File: src/rtl/bhl_pkg.sv
package bhl_pkg;

  typedef enum logic [1:0] {
    CA_HOLD = 2'd0,
    CA_LOAD = 2'd1,
    CA_DEC  = 2'd2
  } cnt_act_e;

  localparam int unsigned BHL_REFUSED_VALUE = 1;

  // A limit value is accepted unless it is the reserved code.
  function automatic logic bhl_write_accepted(input int unsigned value);
    return value != BHL_REFUSED_VALUE;
  endfunction

  // Counter action chosen from the request level and the transfer events.
  function automatic cnt_act_e bhl_pick_action(input logic req_level,
                                                input logic acquire,
                                                input logic qual_xfer,
                                                input logic enabled,
                                                input logic at_zero);
    if (!req_level)                            return CA_LOAD;
    else if (acquire)                          return CA_LOAD;
    else if (qual_xfer && enabled && !at_zero) return CA_DEC;
    else                                       return CA_HOLD;
  endfunction

  // Budget exhausted: a qualifying transfer arrives with nothing left.
  function automatic logic bhl_expired(input logic req_level,
                                       input logic acquire,
                                       input logic qual_xfer,
                                       input logic enabled,
                                       input logic at_zero);
    return req_level && !acquire && qual_xfer && enabled && at_zero;
  endfunction

endpackage

File: src/rtl/bhl_limit_reg.sv
module bhl_limit_reg #(
  parameter int unsigned CNT_W = 16
) (
  input  logic             clk_i,
  input  logic             rst_ni,
  input  logic             wr_en_i,
  input  logic [CNT_W-1:0] wr_data_i,
  output logic [CNT_W-1:0] limit_o,
  output logic             enabled_o
);
  import bhl_pkg::*;

  logic [CNT_W-1:0] limit_q;
  logic             wr_accept;

  assign wr_accept = wr_en_i && bhl_write_accepted(32'(wr_data_i));

  always_ff @(posedge clk_i) begin
    if (!rst_ni)        limit_q <= '0;
    else if (wr_accept) limit_q <= wr_data_i;
  end

  assign limit_o   = limit_q;
  assign enabled_o = (limit_q != '0);

  p_refused_write_r3: assert property (@(posedge clk_i) disable iff (!rst_ni)
    (wr_en_i && wr_data_i == CNT_W'(1)) |=> $stable(limit_o));

  p_write_lands_r2: assert property (@(posedge clk_i) disable iff (!rst_ni)
    (wr_en_i && wr_data_i != CNT_W'(1)) |=> (limit_o == $past(wr_data_i)));

  p_no_write_hold_r2: assert property (@(posedge clk_i) disable iff (!rst_ni)
    !wr_en_i |=> $stable(limit_o));

endmodule

File: src/rtl/bhl_counter.sv
module bhl_counter #(
  parameter int unsigned CNT_W = 16
) (
  input  logic             clk_i,
  input  logic             rst_ni,
  input  logic [CNT_W-1:0] limit_i,
  input  logic             enabled_i,
  input  logic             req_level_i,
  input  logic             acquire_i,
  input  logic             qual_xfer_i,
  output logic [CNT_W-1:0] count_o,
  output logic             at_zero_o
);
  import bhl_pkg::*;

  localparam logic [CNT_W-1:0] STEP = CNT_W'(1);

  logic [CNT_W-1:0] cnt_q;
  cnt_act_e         action;

  assign at_zero_o = (cnt_q == '0);
  assign action    = bhl_pick_action(req_level_i, acquire_i, qual_xfer_i,
                                     enabled_i, at_zero_o);

  always_ff @(posedge clk_i) begin
    if (!rst_ni) begin
      cnt_q <= '0;
    end else begin
      unique case (action)
        CA_LOAD: cnt_q <= limit_i;
        CA_DEC:  cnt_q <= cnt_q - STEP;
        default: cnt_q <= cnt_q;
      endcase
    end
  end

  assign count_o = cnt_q;

  p_acquire_load_r4: assert property (@(posedge clk_i) disable iff (!rst_ni)
    (req_level_i && acquire_i) |=> (count_o == $past(limit_i)));

  p_drop_reload_r6: assert property (@(posedge clk_i) disable iff (!rst_ni)
    !req_level_i |=> (count_o == $past(limit_i)));

  p_step_down_r5: assert property (@(posedge clk_i) disable iff (!rst_ni)
    (req_level_i && !acquire_i && qual_xfer_i && enabled_i && count_o != '0)
      |=> (count_o == $past(count_o) - STEP));

  p_idle_hold_r5: assert property (@(posedge clk_i) disable iff (!rst_ni)
    (req_level_i && !acquire_i && !qual_xfer_i) |=> $stable(count_o));

endmodule

File: src/rtl/bhl_release.sv
module bhl_release (
  input  logic clk_i,
  input  logic rst_ni,
  input  logic enabled_i,
  input  logic req_level_i,
  input  logic acquire_i,
  input  logic qual_xfer_i,
  input  logic at_zero_i,
  output logic release_o
);
  import bhl_pkg::*;

  logic expired;
  logic held_q;

  assign expired = bhl_expired(req_level_i, acquire_i, qual_xfer_i,
                               enabled_i, at_zero_i);

  always_ff @(posedge clk_i) begin
    if (!rst_ni)          held_q <= 1'b0;
    else if (!req_level_i) held_q <= 1'b0;
    else if (expired)      held_q <= 1'b1;
  end

  assign release_o = req_level_i && (expired || held_q);

  p_release_sticky_r8: assert property (@(posedge clk_i) disable iff (!rst_ni)
    release_o |=> (!req_level_i || release_o));

  p_release_quiet_r8: assert property (@(posedge clk_i) disable iff (!rst_ni)
    !req_level_i |-> !release_o);

  p_release_cause_r7: assert property (@(posedge clk_i) disable iff (!rst_ni)
    $rose(release_o) |-> (at_zero_i && qual_xfer_i && enabled_i));

endmodule

File: src/rtl/bus_hold_limiter.sv
module bus_hold_limiter #(
  parameter int unsigned CNT_W = 16
) (
  input  logic             clk_i,
  input  logic             rst_ni,
  input  logic             wr_en_i,
  input  logic [CNT_W-1:0] wr_data_i,
  input  logic             rd_sel_i,
  output logic [CNT_W-1:0] rd_data_o,
  input  logic             acquire_i,
  input  logic             xfer_i,
  input  logic             others_req_i,
  input  logic             req_level_i,
  output logic [CNT_W-1:0] count_o,
  output logic             release_o
);

  logic [CNT_W-1:0] limit_w;
  logic [CNT_W-1:0] count_w;
  logic             enabled_w;
  logic             qual_xfer_w;
  logic             at_zero_w;

  assign qual_xfer_w = xfer_i && others_req_i;

  bhl_limit_reg #(.CNT_W(CNT_W)) u_limit (
    .clk_i     (clk_i),
    .rst_ni    (rst_ni),
    .wr_en_i   (wr_en_i),
    .wr_data_i (wr_data_i),
    .limit_o   (limit_w),
    .enabled_o (enabled_w)
  );

  bhl_counter #(.CNT_W(CNT_W)) u_counter (
    .clk_i       (clk_i),
    .rst_ni      (rst_ni),
    .limit_i     (limit_w),
    .enabled_i   (enabled_w),
    .req_level_i (req_level_i),
    .acquire_i   (acquire_i),
    .qual_xfer_i (qual_xfer_w),
    .count_o     (count_w),
    .at_zero_o   (at_zero_w)
  );

  bhl_release u_release (
    .clk_i       (clk_i),
    .rst_ni      (rst_ni),
    .enabled_i   (enabled_w),
    .req_level_i (req_level_i),
    .acquire_i   (acquire_i),
    .qual_xfer_i (qual_xfer_w),
    .at_zero_i   (at_zero_w),
    .release_o   (release_o)
  );

  assign count_o   = count_w;
  assign rd_data_o = rd_sel_i ? count_w : limit_w;

  p_disabled_silent_r9: assert property (@(posedge clk_i) disable iff (!rst_ni)
    (limit_w == '0) |-> !release_o);

  p_readback_mux_r10: assert property (@(posedge clk_i) disable iff (!rst_ni)
    rd_sel_i |-> (rd_data_o == count_o));

endmodule

File: config.mk
export PLATFORM = sky130hd
export DESIGN_NAME = bus_hold_limiter
export DESIGN_NICKNAME = d
export VERILOG_FILES = /design/src/rtl/bhl_pkg.sv /design/src/rtl/bhl_limit_reg.sv /design/src/rtl/bhl_counter.sv /design/src/rtl/bhl_release.sv /design/src/rtl/bus_hold_limiter.sv
export SDC_FILE = /design/constraint.sdc
export NUM_CORES = 1
export LEC_CHECK = 0
export BUFFER_PORTS_ARGS = -buffer_cell sky130_fd_sc_hd__buf_2
export CORE_MARGIN = 4
export CORE_UTILIZATION = 56
export DETAILED_ROUTE_END_ITERATION = 16
export PLACE_DENSITY = 0.89
export SLEW_MARGIN = 10
export SYNTH_ARGS = -nofsm -noshare
export SYNTH_HDL_FRONTEND = slang
export SYNTH_HIERARCHICAL = 1
export SYNTH_SLANG_ARGS = --single-unit
export TNS_END_PERCENT = 1
File: constraint.sdc
create_clock -name clk_i -period 4.6 [get_ports clk_i]
set_input_delay 0.92 -clock clk_i [delete_from_list [all_inputs] [get_ports clk_i]]
set_output_delay 0.92 -clock clk_i [all_outputs]
set_load 0.01 [all_outputs]
* Word-level counts from Yosys, hierarchy flattened
Cells that the tools add are included.
** Cells by class
- Add/sub/neg operators :: 1
- Equal/unequal tests :: 3
- Multiplexer cells :: 5
- Reductions and logical operators :: 16
** Operators with widths (number)
- case mux 16 bit (2 select lines) :: 1
- logical NOT 16 bit :: 1
- 2-to-1 mux 16 bit :: 1
- inequality test 16 x 1 -> 1 bit (second input constant) :: 1
- nonzero test 16 bit :: 1
- subtractor 16 x 1 -> 16 bit (second input constant) :: 1
- logical AND 1 bit :: 9
- 2-to-1 mux 2 bit :: 3
- == test 2 x 1 -> 1 bit (second input constant) :: 1
- == test 2 bit (second input constant) :: 1
- logical NOT 1 bit :: 2
- AND reduction 2 bit :: 1
- nonzero test 2 bit :: 1
- logical OR 1 bit :: 1
** Word-level totals
- Bits in registers :: 33
- Input bits :: 24
- Output and inout port bits :: 33
- Word-level logic and storage cells :: 28

* Longest topological paths before layout
Gate-level depths: netlist of run 1.
- Depth in word-level cells :: 8
- Mapped depth :: 12
- Mapped depth without buffers :: 11

* By module
Netlist of run 1, hierarchy kept.
** Modules (own cells, without submodules)
- bhl_counter :: instances 1, cells each 129, area each 1009.7 um^2, sequential area each 320.3 um^2
- bhl_limit_reg :: instances 1, cells each 79, area each 755.7 um^2, sequential area each 320.3 um^2
- bus_hold_limiter :: instances 1, cells each 19, area each 255.2 um^2, sequential area each 0.0 um^2
- bhl_release :: instances 1, cells each 6, area each 48.8 um^2, sequential area each 20.0 um^2

* Worst setup path before layout of run 1
Ideal clock, no wire load.
- Path kind :: flip-flop to flip-flop
- Start point :: register u_counter.cnt_q[0] (netlist: u_counter/count_o[0])
- End point :: register u_counter.cnt_q[10] (netlist: u_counter/count_o[10])
- Library setup time :: 0.132 ns
- Data arrival time :: 2.839 ns
- Required time :: 4.468 ns
- Setup slack :: 1.629 ns
- Cell stages (with the launch flop) :: 12
- Path buffers :: 1
- Clock period less this slack :: 2.971 ns
- Cells stage by stage :: dfxtp_1 inv_1 ha_1 nor3b_1 nand4_1 nor3_1 nor2_1 ha_1 clkbuf_1 or4_2 o221ai_1 a21oi_1
** Between the ends
- Word-level cells in the longest chain between the ends :: 8
- Elaborated cells between the ends (all ways) :: 11
- Those cells by class :: add/sub: 1; eq/ne: 2; mux: 4; reduce/logical: 4
** RTL lines
- start: declaration :: RTL line bhl_counter.sv:18 : logic [CNT_W-1:0] cnt_q;
- start signal: assignment :: RTL line bhl_counter.sv:30 : CA_LOAD: cnt_q <= limit_i;
- start signal: assignment :: RTL line bhl_counter.sv:31 : CA_DEC: cnt_q <= cnt_q - STEP;
- start signal: assignment :: RTL line bhl_counter.sv:32 : default: cnt_q <= cnt_q;
- logical NOT 16 bit (*) :: RTL line bhl_counter.sv:21 : assign at_zero_o = (cnt_q == '0);
- named net at_zero_w :: RTL line bus_hold_limiter.sv:22 : logic at_zero_w;
- logical NOT 1 bit (*) :: RTL line bhl_pkg.sv:24 : else if (qual_xfer && enabled && !at_zero) return CA_DEC;
- logical AND 1 bit (*) :: RTL line bhl_pkg.sv:24
- 2-to-1 mux 2 bit (*) :: RTL line bhl_pkg.sv:24
- 2-to-1 mux 2 bit (*) :: RTL line bhl_pkg.sv:23 : else if (acquire) return CA_LOAD;
- 2-to-1 mux 2 bit (*) :: RTL line bhl_pkg.sv:22 : if (!req_level) return CA_LOAD;
- == test 2 bit or == test 2 x 1 -> 1 bit (tied branches) :: RTL line bhl_counter.sv:29 : unique case (action)
- case mux 16 bit (2 select lines) or nonzero test 2 bit (tied branches)
Mark *: on every way through the listed nets, which the timed path passes. The rest lies on a longest branch.
A chain may end at the register's enable or synchronous reset.

* Worst setup path in the final report of run 1
- Start point :: register u_counter.cnt_q[0] (netlist: u_counter/count_o[0])
- End point :: register u_counter.cnt_q[9] (netlist: u_counter/count_o[9])
Same word-level chain as after synthesis.

==> impl_metrics.yaml, run 1 <==
timing:
  max_freq_ghz: 0.2691
  hold_violations: 0
  clock_skew_ns: 0.005070
  rsz0062_at_grt: "false"
  tightest_slew_ns: 0.8280
  min_period_ns: 3.716
  timing.final.ws_setup_ns: 0.8844
  tns_ns: 0
  period_share: 0.8077
  setup_violations: 0
  slew_viol_final: 0
  maxSlewHeadroom: 0.4480
synth:
  yosysTopAreaCellShare: 0.3192
  synth_cell_type_count: 48
  netlist_area_um2: 2069
  ys_async_sr_fraction: 0
  yosysSeqAreaShare: 0.3192
  yosys_register_bits: 33
  ys_warn_count: 6
  yosys-top-cells-count: "nand2_1, dfxtp_1, mux2i_1"
  synthCells: 233
  synth_edf_count: 0
  synth_nets: 259
  synth_area_leaders: "dfxtp_1, mux2i_1, mux2_4"
  synth.most_common_cell: "nand2_1"
  syn_area_per_cell_um2: 8.882
  synthFlopType: "dfxtp_1"
  yosysTopAreaCell: "dfxtp_1"
worst_setup_path:
  crit_type: "reg -> reg"
  r2r-start: "u_counter/count_o[0]$_SDFFE_PN0P_"
  arrival_ns: 3.95
  cp_max_fo: 28
  cp-startpoint: "u_counter/count_o[0]$_SDFFE_PN0P_"
  start_kind: "flop"
  crit_path_end_kind: "flop"
  crit_required_ns: 4.84
finish:
  regArea_um2: 660.6
  multi_input_area_um2: 1310
  fin_cells: 331
  post-route-util: 0.7121
  n_fill_cell: 300
  syn_to_final_growth_pct: 18.44
  antenna_cells: 0
  drive_gt1_frac: 0.3193
  finalNetCount: 310
floorplanning:
  die-area_um2: 4732
  fp.dieH_um: 68.79
  start_util: 0.6012
  die_w_um: 68.79
  rows: 21
  core_area_um2: 3442
  io_pins: 57
grt:
  antenna_found_initial: 0
  grt_pass1_wl_um: 8155
  overflow: 0
  grt_pass1_vias: 1780
  grt_max_degree: 42
  grt_usage: 0.2313
place:
  hpwl_um: 3688
  gp_congestion: 0.9340
  port_buffers: 56
  pre_cts_ws_ns: 1.023
  dp_cells: 323
route:
  routed_via_density: 6.066
  drc: 0
  vias: 2008
  dr.first_iter.drc_count: 269
  routed_wl_um: 5185
  wl_per_cell_um: 15.66
  firstDrtPassIters: 5
  final_antenna_net_count: 0
pwr:
  cellLeakagePower_nw: 1.106
  ir_drop_mv: 0.1879
  powerDensity_nw_per_um2: 317.8
clocking:
  clkSlewWorstSetupHoldPaths_ns: 0.07
  post_cts_resized: 0
  post_cts_buffers: 0
  hold_buffers: 0
  cts_tree: "yes"
  cts_sinks: 33
  cts_buffers: 5
  clock_path_buffers: 2
  clkLatencyLatePin_ns: 0.29
  root_buffer: "clkbuf_8"
  htreeDepth: 2
hold_path:
  worstHoldStart: "u_release/held_q$_SDFFE_PN0P_"
  hp-class: "reg -> reg"
job:
  max_cap_violations: 0
status:
  status: "finished, final reports clean"
[area by class of cell]
| type | instances | area share |
|---|---|---|
| Clock inverter | 2 | 0.01531 |
| Clock buffer | 6 | 0.03369 |
| Tap cell | 46 | 0.02348 |
| Sequential cell | 33 | 0.2695 |
| Inverter | 6 | 0.009188 |
| Multi-Input combinational cell | 182 | 0.5345 |
| Timing Repair Buffer | 56 | 0.1143 |
[per-stage QoR]
| step | power, mW | hold WS, ns | cell area [µm²] |
|---|---|---|---|
| after floorplan | 0.4409 | 0.4265 | 2069 |
| after global placement | 0.4904 | 0.4402 | 2331 |
| after detailed placement | 0.4943 | 0.4480 | 2331 |
| after CTS | 0.7808 | 0.4583 | 2451 |
| after global routing | 0.8134 | 0.4914 | 2451 |
| final | 0.7788 | 0.4567 | 2451 |
[state kept, by name (all words and copies together), names as in the netlist]
| name | cells |
|---|---|
| u_limit/limit_o | 16 |
| u_counter/count_o | 16 |
| u_release/held_q | 1 |
[worst paths after layout]
kind	end	slack, ns	cells after the start
setup / recovery	u_counter/count_o[9]$_SDFFE_PN0P_	0.88	10
hold reg to reg	u_release/held_q$_SDFFE_PN0P_	0.46	2
hold / removal	u_release/held_q$_SDFFE_PN0P_	0.46	2
setup reg to reg	u_counter/count_o[9]$_SDFFE_PN0P_	0.88	10
[where the power goes]
part	total, mW	internal [mW]	leakage (nW)	switching [mW]
Sequential	0.327	0.303	0.271	0.0248
Clock	0.287	0.176	0.0574	0.111
Combinational	0.164	0.0731	0.778	0.0914
[worst max-delay path, stage by stage (launching register included)]
cell and delay, ns:
dfxtp_1 0.35, inv_1 0.11, ha_1 0.19, nor3b_1 0.57, nand4_1 0.26, nor3_1 0.29
nor2_1 0.09, ha_1 0.59, or4_2 0.79, o21ai_0 0.26, o21a_1 0.16
[layout by cell type, fill, tap and decap left out, types with 3 or more instances in the layout]
cell       n
mux2_2     6
nand3_1    3
dfxtp_1   33
buf_2     56
nor2b_1    4
and2_1     5
nor3_1     5
a21oi_1   13
o21ai_0    6
nand2_1   37
mux2i_1   20
nand4_1    4
nand2b_1   3
clkbuf_8   6
nor4_1     8
nor2_1    14
a22oi_1    7
inv_1      5
a31oi_1    3
mux2_4    10
[cells by family after synthesis]
logic type	synth area share
simple gates	0.2618
buf+inv	0.04776
compound gates	0.1572
flops	0.3192
fa+ha+maj	0.01209
mux	0.2019
[layer usage]
| metal | global-route usage | share of wire | wire length, µm | vias to the layer above |
|---|---|---|---|---|
| met3 | 0.06645 | 0.092 | 477 | 19 |
| li1 | - | - | - | 961 |
| met2 | 0.3564 | 0.46 | 2388 | 108 |
| met4 | 0.09976 | 0.024 | 125 | 0 |
| met1 | 0.3000 | 0.42 | 2194 | 920 |
| met5 | 0 | 0 | 0 | - |
(Power assumes the default switching activity.)
==> inputs of run 2 (changes only) <==
--- a/config.mk
+++ b/config.mk
@@ -7,9 +7,9 @@
 export LEC_CHECK = 0
 export BUFFER_PORTS_ARGS = -buffer_cell sky130_fd_sc_hd__buf_2
 export CORE_MARGIN = 4
-export CORE_UTILIZATION = 56
+export CORE_UTILIZATION = 47
 export DETAILED_ROUTE_END_ITERATION = 16
-export PLACE_DENSITY = 0.89
+export PLACE_DENSITY = 0.8
 export SLEW_MARGIN = 10
 export SYNTH_ARGS = -nofsm -noshare
 export SYNTH_HDL_FRONTEND = slang
==> constraint.sdc (replaced) <==
create_clock -name clk_i -period 3.2 [get_ports clk_i]
set_input_delay 0.64 -clock clk_i [delete_from_list [all_inputs] [get_ports clk_i]]
set_output_delay 0.64 -clock clk_i [all_outputs]
set_load 0.01 [all_outputs]
==> impl_metrics.yaml, run 2 (same netlist as run 1, synthesis figures left out) <==
status:
  status: "finished, final reports clean"
job:
  max_cap_violations: 0
floorplanning:
  start_util: 0.5029
  rows: 23
  die_w_um: 74.36
  fp.dieH_um: 74.36
  core_area_um2: 4115
  io_pins: 57
  die-area_um2: 5529
place:
  port_buffers: 56
  gp_congestion: 0.8730
  dp_cells: 333
  hpwl_um: 3931
clocking:
  clock_path_buffers: 2
  post_cts_resized: 0
  clkSlewWorstSetupHoldPaths_ns: 0.07
  post_cts_buffers: 0
  cts_buffers: 5
  cts_sinks: 33
  clkLatencyLatePin_ns: 0.30
  htreeDepth: 2
  hold_buffers: 0
  root_buffer: "clkbuf_8"
  cts_tree: "yes"
route:
  routed_wl_um: 5234
  final_antenna_net_count: 0
  vias: 1964
  drc: 0
  wl_per_cell_um: 15.35
  dr.first_iter.drc_count: 244
  routed_via_density: 5.760
  firstDrtPassIters: 5
timing:
  clock_skew_ns: 0.008005
  setup_violations: 0
  slew_viol_final: 0
  tightest_slew_ns: 0.7747
  maxSlewHeadroom: 0.4819
  tns_ns: 0
  hold_ws_ns: 0.4589
  min_period_ns: 2.956
  max_freq_ghz: 0.3383
  rsz0062_at_grt: "false"
  period_share: 0.9237
  hold_violations: 0
worst_setup_path:
  cp_max_fo: 6
  crit_required_ns: 3.37
  crit_type: "reg -> reg"
  rrSetupSlack_ns: 0.24
  arrival_ns: 3.13
  start_kind: "flop"
  cp-startpoint: "u_counter/count_o[0]$_SDFFE_PN0P_"
  crit_path_end_kind: "flop"
  r2r-start: "u_counter/count_o[0]$_SDFFE_PN0P_"
hold_path:
  hp-class: "reg -> reg"
  worstHoldStart: "u_release/held_q$_SDFFE_PN0P_"
pwr:
  powerDensity_nw_per_um2: 453.9
  ir_drop_mv: 0.2279
  cellLeakagePower_nw: 1.136
finish:
  antenna_cells: 0
  drive_gt1_frac: 0.3333
  syn_to_final_growth_pct: 20.86
  finalNetCount: 316
  layout_commonest_cell: "buf_2"
  layout_common_cells: "buf_2, nand2_1, dfxtp_1"
  fin_cells: 341
grt:
  overflow: 0
  grt_pass1_wl_um: 8431
  grt_pass1_vias: 1810
  grt_usage: 0.2003
  antenna_found_initial: 0
  grt_max_degree: 41
==> run 2: changes by cell type in the layout (fill, tap and decap cells not counted), sizes merged <==
cell | previous run | this run
buf | 56 | 62
==> run 2: critical path, cell delays in order (launching register included) <==
cell	delay, ns
dfxtp_1	0.35
inv_1	0.11
ha_1	0.19
nor3b_1	0.30
nand4_1	0.20
nor3_1	0.24
nor2_1	0.08
ha_1	0.33
or4_2	0.70
o221ai_1	0.22
a21oi_1	0.10
==> run 2: layout make-up <==
cell class / instances / area (µm²)
fillers: 383 / 1614
multi-input cells: 182 / 1310
flip-flops and latches: 33 / 660.6
repair buffers: 62 / 325.3
clock buffers: 6 / 82.58
well taps: 50 / 62.56
clock inverters: 2 / 37.54
inverters: 6 / 22.52
==> run 2: metal layers <==
layer	track usage	vias to the layer above	wire [µm]
met5	0	-	0
met4	0.06522	0	79
met3	0.06216	12	476
met2	0.3120	90	2292
met1	0.2652	887	2386
li1	-	975	-
==> run 2: final timing paths <==
path | end | cells after the start
worst min-delay path | u_release/held_q$_SDFFE_PN0P_ | 2
worst min register to register | u_release/held_q$_SDFFE_PN0P_ | 2
worst max register to register | u_counter/count_o[10]$_SDFFE_PN0P_ | 10
worst max-delay path | u_counter/count_o[10]$_SDFFE_PN0P_ | 10
==> run 2: metrics by stage <==
step / power, mW / setup slack [ns] / utilization / area, µm²
final: 1.135 / 0.2440 / 0.6078 / 2501
after global routing: 1.191 / 0.01059 / 0.6078 / 2501
after CTS: 1.139 / 0.3223 / 0.6078 / 2501
after detailed placement: 0.7215 / 0.3499 / 0.5786 / 2381
after global placement: 0.7167 / 0.4631 / 0.5786 / 2381
after floorplan: 0.6338 / 0.2289 / - / 2069
==> run 2: report_power, final <==
group / internal (mW) / total, mW / switching [mW] / leakage [nW]
logic: 0.113 / 0.244 / 0.131 / 0.807
registers: 0.435 / 0.471 / 0.0357 / 0.271
clock network: 0.253 / 0.420 / 0.167 / 0.0574
==> inputs of run 3 (changes only) <==
--- a/config.mk
+++ b/config.mk
@@ -7,10 +7,10 @@
 export LEC_CHECK = 0
 export BUFFER_PORTS_ARGS = -buffer_cell sky130_fd_sc_hd__buf_2
 export CORE_MARGIN = 4
-export CORE_UTILIZATION = 47
+export CORE_UTILIZATION = 56
 export DETAILED_ROUTE_END_ITERATION = 16
-export PLACE_DENSITY = 0.8
-export SLEW_MARGIN = 10
+export PLACE_DENSITY = 0.89
+export SLEW_MARGIN = 0
 export SYNTH_ARGS = -nofsm -noshare
 export SYNTH_HDL_FRONTEND = slang
 export SYNTH_HIERARCHICAL = 1
==> constraint.sdc (replaced) <==
create_clock -name clk_i -period 3.7 [get_ports clk_i]
set_input_delay 0.74 -clock clk_i [delete_from_list [all_inputs] [get_ports clk_i]]
set_output_delay 0.74 -clock clk_i [all_outputs]
set_load 0.01 [all_outputs]
==> impl_metrics.yaml, run 3 (same netlist as run 1, synthesis figures left out) <==
route:
  wl_per_cell_um: 15.93
  drc: 0
  dr.first_iter.drc_count: 276
  routed_wl_um: 5322
  firstDrtPassIters: 4
  vias: 2006
  final_antenna_net_count: 0
  routed_via_density: 6.006
timing:
  period_share: 0.9069
  min_period_ns: 3.356
  tightest_slew_ns: 0.7831
  setup_violations: 0
  clock_skew_ns: 0.006439
  rsz0062_at_grt: "false"
  tns_ns: 0
  max_freq_ghz: 0.2980
  slew_viol_final: 0
  maxSlewHeadroom: 0.4762
  hold_violations: 0
clocking:
  cts_tree: "yes"
  clkLatencyLatePin_ns: 0.29
  root_buffer: "clkbuf_8"
  clock_path_buffers: 2
  post_cts_resized: 0
  cts_sinks: 33
  clkSlewWorstSetupHoldPaths_ns: 0.07
  hold_buffers: 0
  htreeDepth: 2
  cts_buffers: 5
  post_cts_buffers: 0
grt:
  use_met1: 0.3023
  overflow: 0
  met2_usage: 0.3683
  top_usage_layer: "met2"
  grt_pass1_vias: 1729
  grt_max_degree: 42
  grt_usage: 0.2334
  grt_pass1_wl_um: 8155
  antenna_found_initial: 0
  met3_usage: 0.05997
floorplanning:
  io_pins: 57
  core_area_um2: 3442
  start_util: 0.6012
  rows: 21
  die-area_um2: 4732
  fp.dieH_um: 68.79
  die_w_um: 68.79
pwr:
  p_total_uw: 884.1
  powerDensity_nw_per_um2: 362.9
  cellLeakagePower_nw: 1.109
  ir_drop_mv: 0.2263
worst_setup_path:
  cp_max_fo: 9
  start_kind: "flop"
  r2r-start: "u_counter/count_o[0]$_SDFFE_PN0P_"
  cp-startpoint: "u_counter/count_o[0]$_SDFFE_PN0P_"
  crit_required_ns: 3.87
  crit_type: "reg -> reg"
  r2r_cells: 10
  crit_path_end_kind: "flop"
  rrSetupSlack_ns: 0.34
  timing.rr.end: "u_counter/count_o[10]$_SDFFE_PN0P_"
  arrival_ns: 3.53
  endpoint: "u_counter/count_o[10]$_SDFFE_PN0P_"
finish:
  design_area_um2: 2436
  antenna_cells: 0
  syn_to_final_growth_pct: 17.71
  finalNetCount: 313
  layout_common_cells: "buf_2, nand2_1, dfxtp_1"
  layout_commonest_cell: "buf_2"
  drive_gt1_frac: 0.3229
  n_fill_cell: 288
place:
  hpwl_um: 3818
  port_buffers: 56
  post_dp_cell_area_um2: 2354
  gp_congestion: 0.9350
hold_path:
  hp-class: "reg -> reg"
  whs_path_depth: 2
job:
  max_cap_violations: 0
status:
  status: "finished, final reports clean"
-- run 3: worst min-delay path by stage --
stage / start / endpoint / slack, ns
3_5_place_dp: u_release/held_q$_SDFFE_PN0P_ / u_release/held_q$_SDFFE_PN0P_ / 0.45
3_3_place_gp: u_release/held_q$_SDFFE_PN0P_ / u_release/held_q$_SDFFE_PN0P_ / 0.44
5_1_grt: u_release/held_q$_SDFFE_PN0P_ / u_release/held_q$_SDFFE_PN0P_ / 0.48
6_report: u_release/held_q$_SDFFE_PN0P_ / u_release/held_q$_SDFFE_PN0P_ / 0.45
4_1_cts: u_release/held_q$_SDFFE_PN0P_ / u_release/held_q$_SDFFE_PN0P_ / 0.46
2_1_floorplan: u_release/held_q$_SDFFE_PN0P_ / u_release/held_q$_SDFFE_PN0P_ / 0.43
-- run 3: power by group --
group	total (mW)	switching, mW	internal (mW)
clock network	0.268	0.138	0.130
registers	0.407	0.0309	0.376
logic	0.209	0.115	0.0940
-- run 3: layout make-up --
type | instances | area [µm²] | share of cell area
Clock inverter | 2 | 10.01 | 0.004109
Timing Repair Buffer | 59 | 302.8 | 0.1243
Multi-Input combinational cell | 182 | 1310 | 0.5378
Sequential cell | 33 | 660.6 | 0.2712
Tap cell | 46 | 57.56 | 0.02363
Clock buffer | 6 | 72.57 | 0.02979
Inverter | 6 | 22.52 | 0.009245
-- run 3: critical path, cell delays in order, from the launching register on --
cell	delay, ns
dfxtp_1	0.35
inv_1	0.11
ha_1	0.20
nor3b_1	0.57
nand4_1	0.25
nor3_1	0.26
nor2_1	0.08
ha_1	0.41
or4_2	0.73
o221ai_1	0.20
a21oi_1	0.09
-- run 3: metrics by stage --
stage	utilization	setup WS, ns	std cells	hold WS (ns)
after floorplan	-	0.7289	233	0.4265
after global placement	0.6838	0.6230	326	0.4392
after detailed placement	0.6838	0.4794	326	0.4467
after CTS	0.7077	0.4309	334	0.4562
after global routing	0.7077	0.1369	334	0.4760
final	0.7077	0.3444	334	0.4524
-- run 3: metal layers --
metal / share of wire / vias to the layer above
met2: 0.46 / 99
met3: 0.090 / 8
li1: - / 968
met5: 0 / -
met4: 0.014 / 0
met1: 0.43 / 931
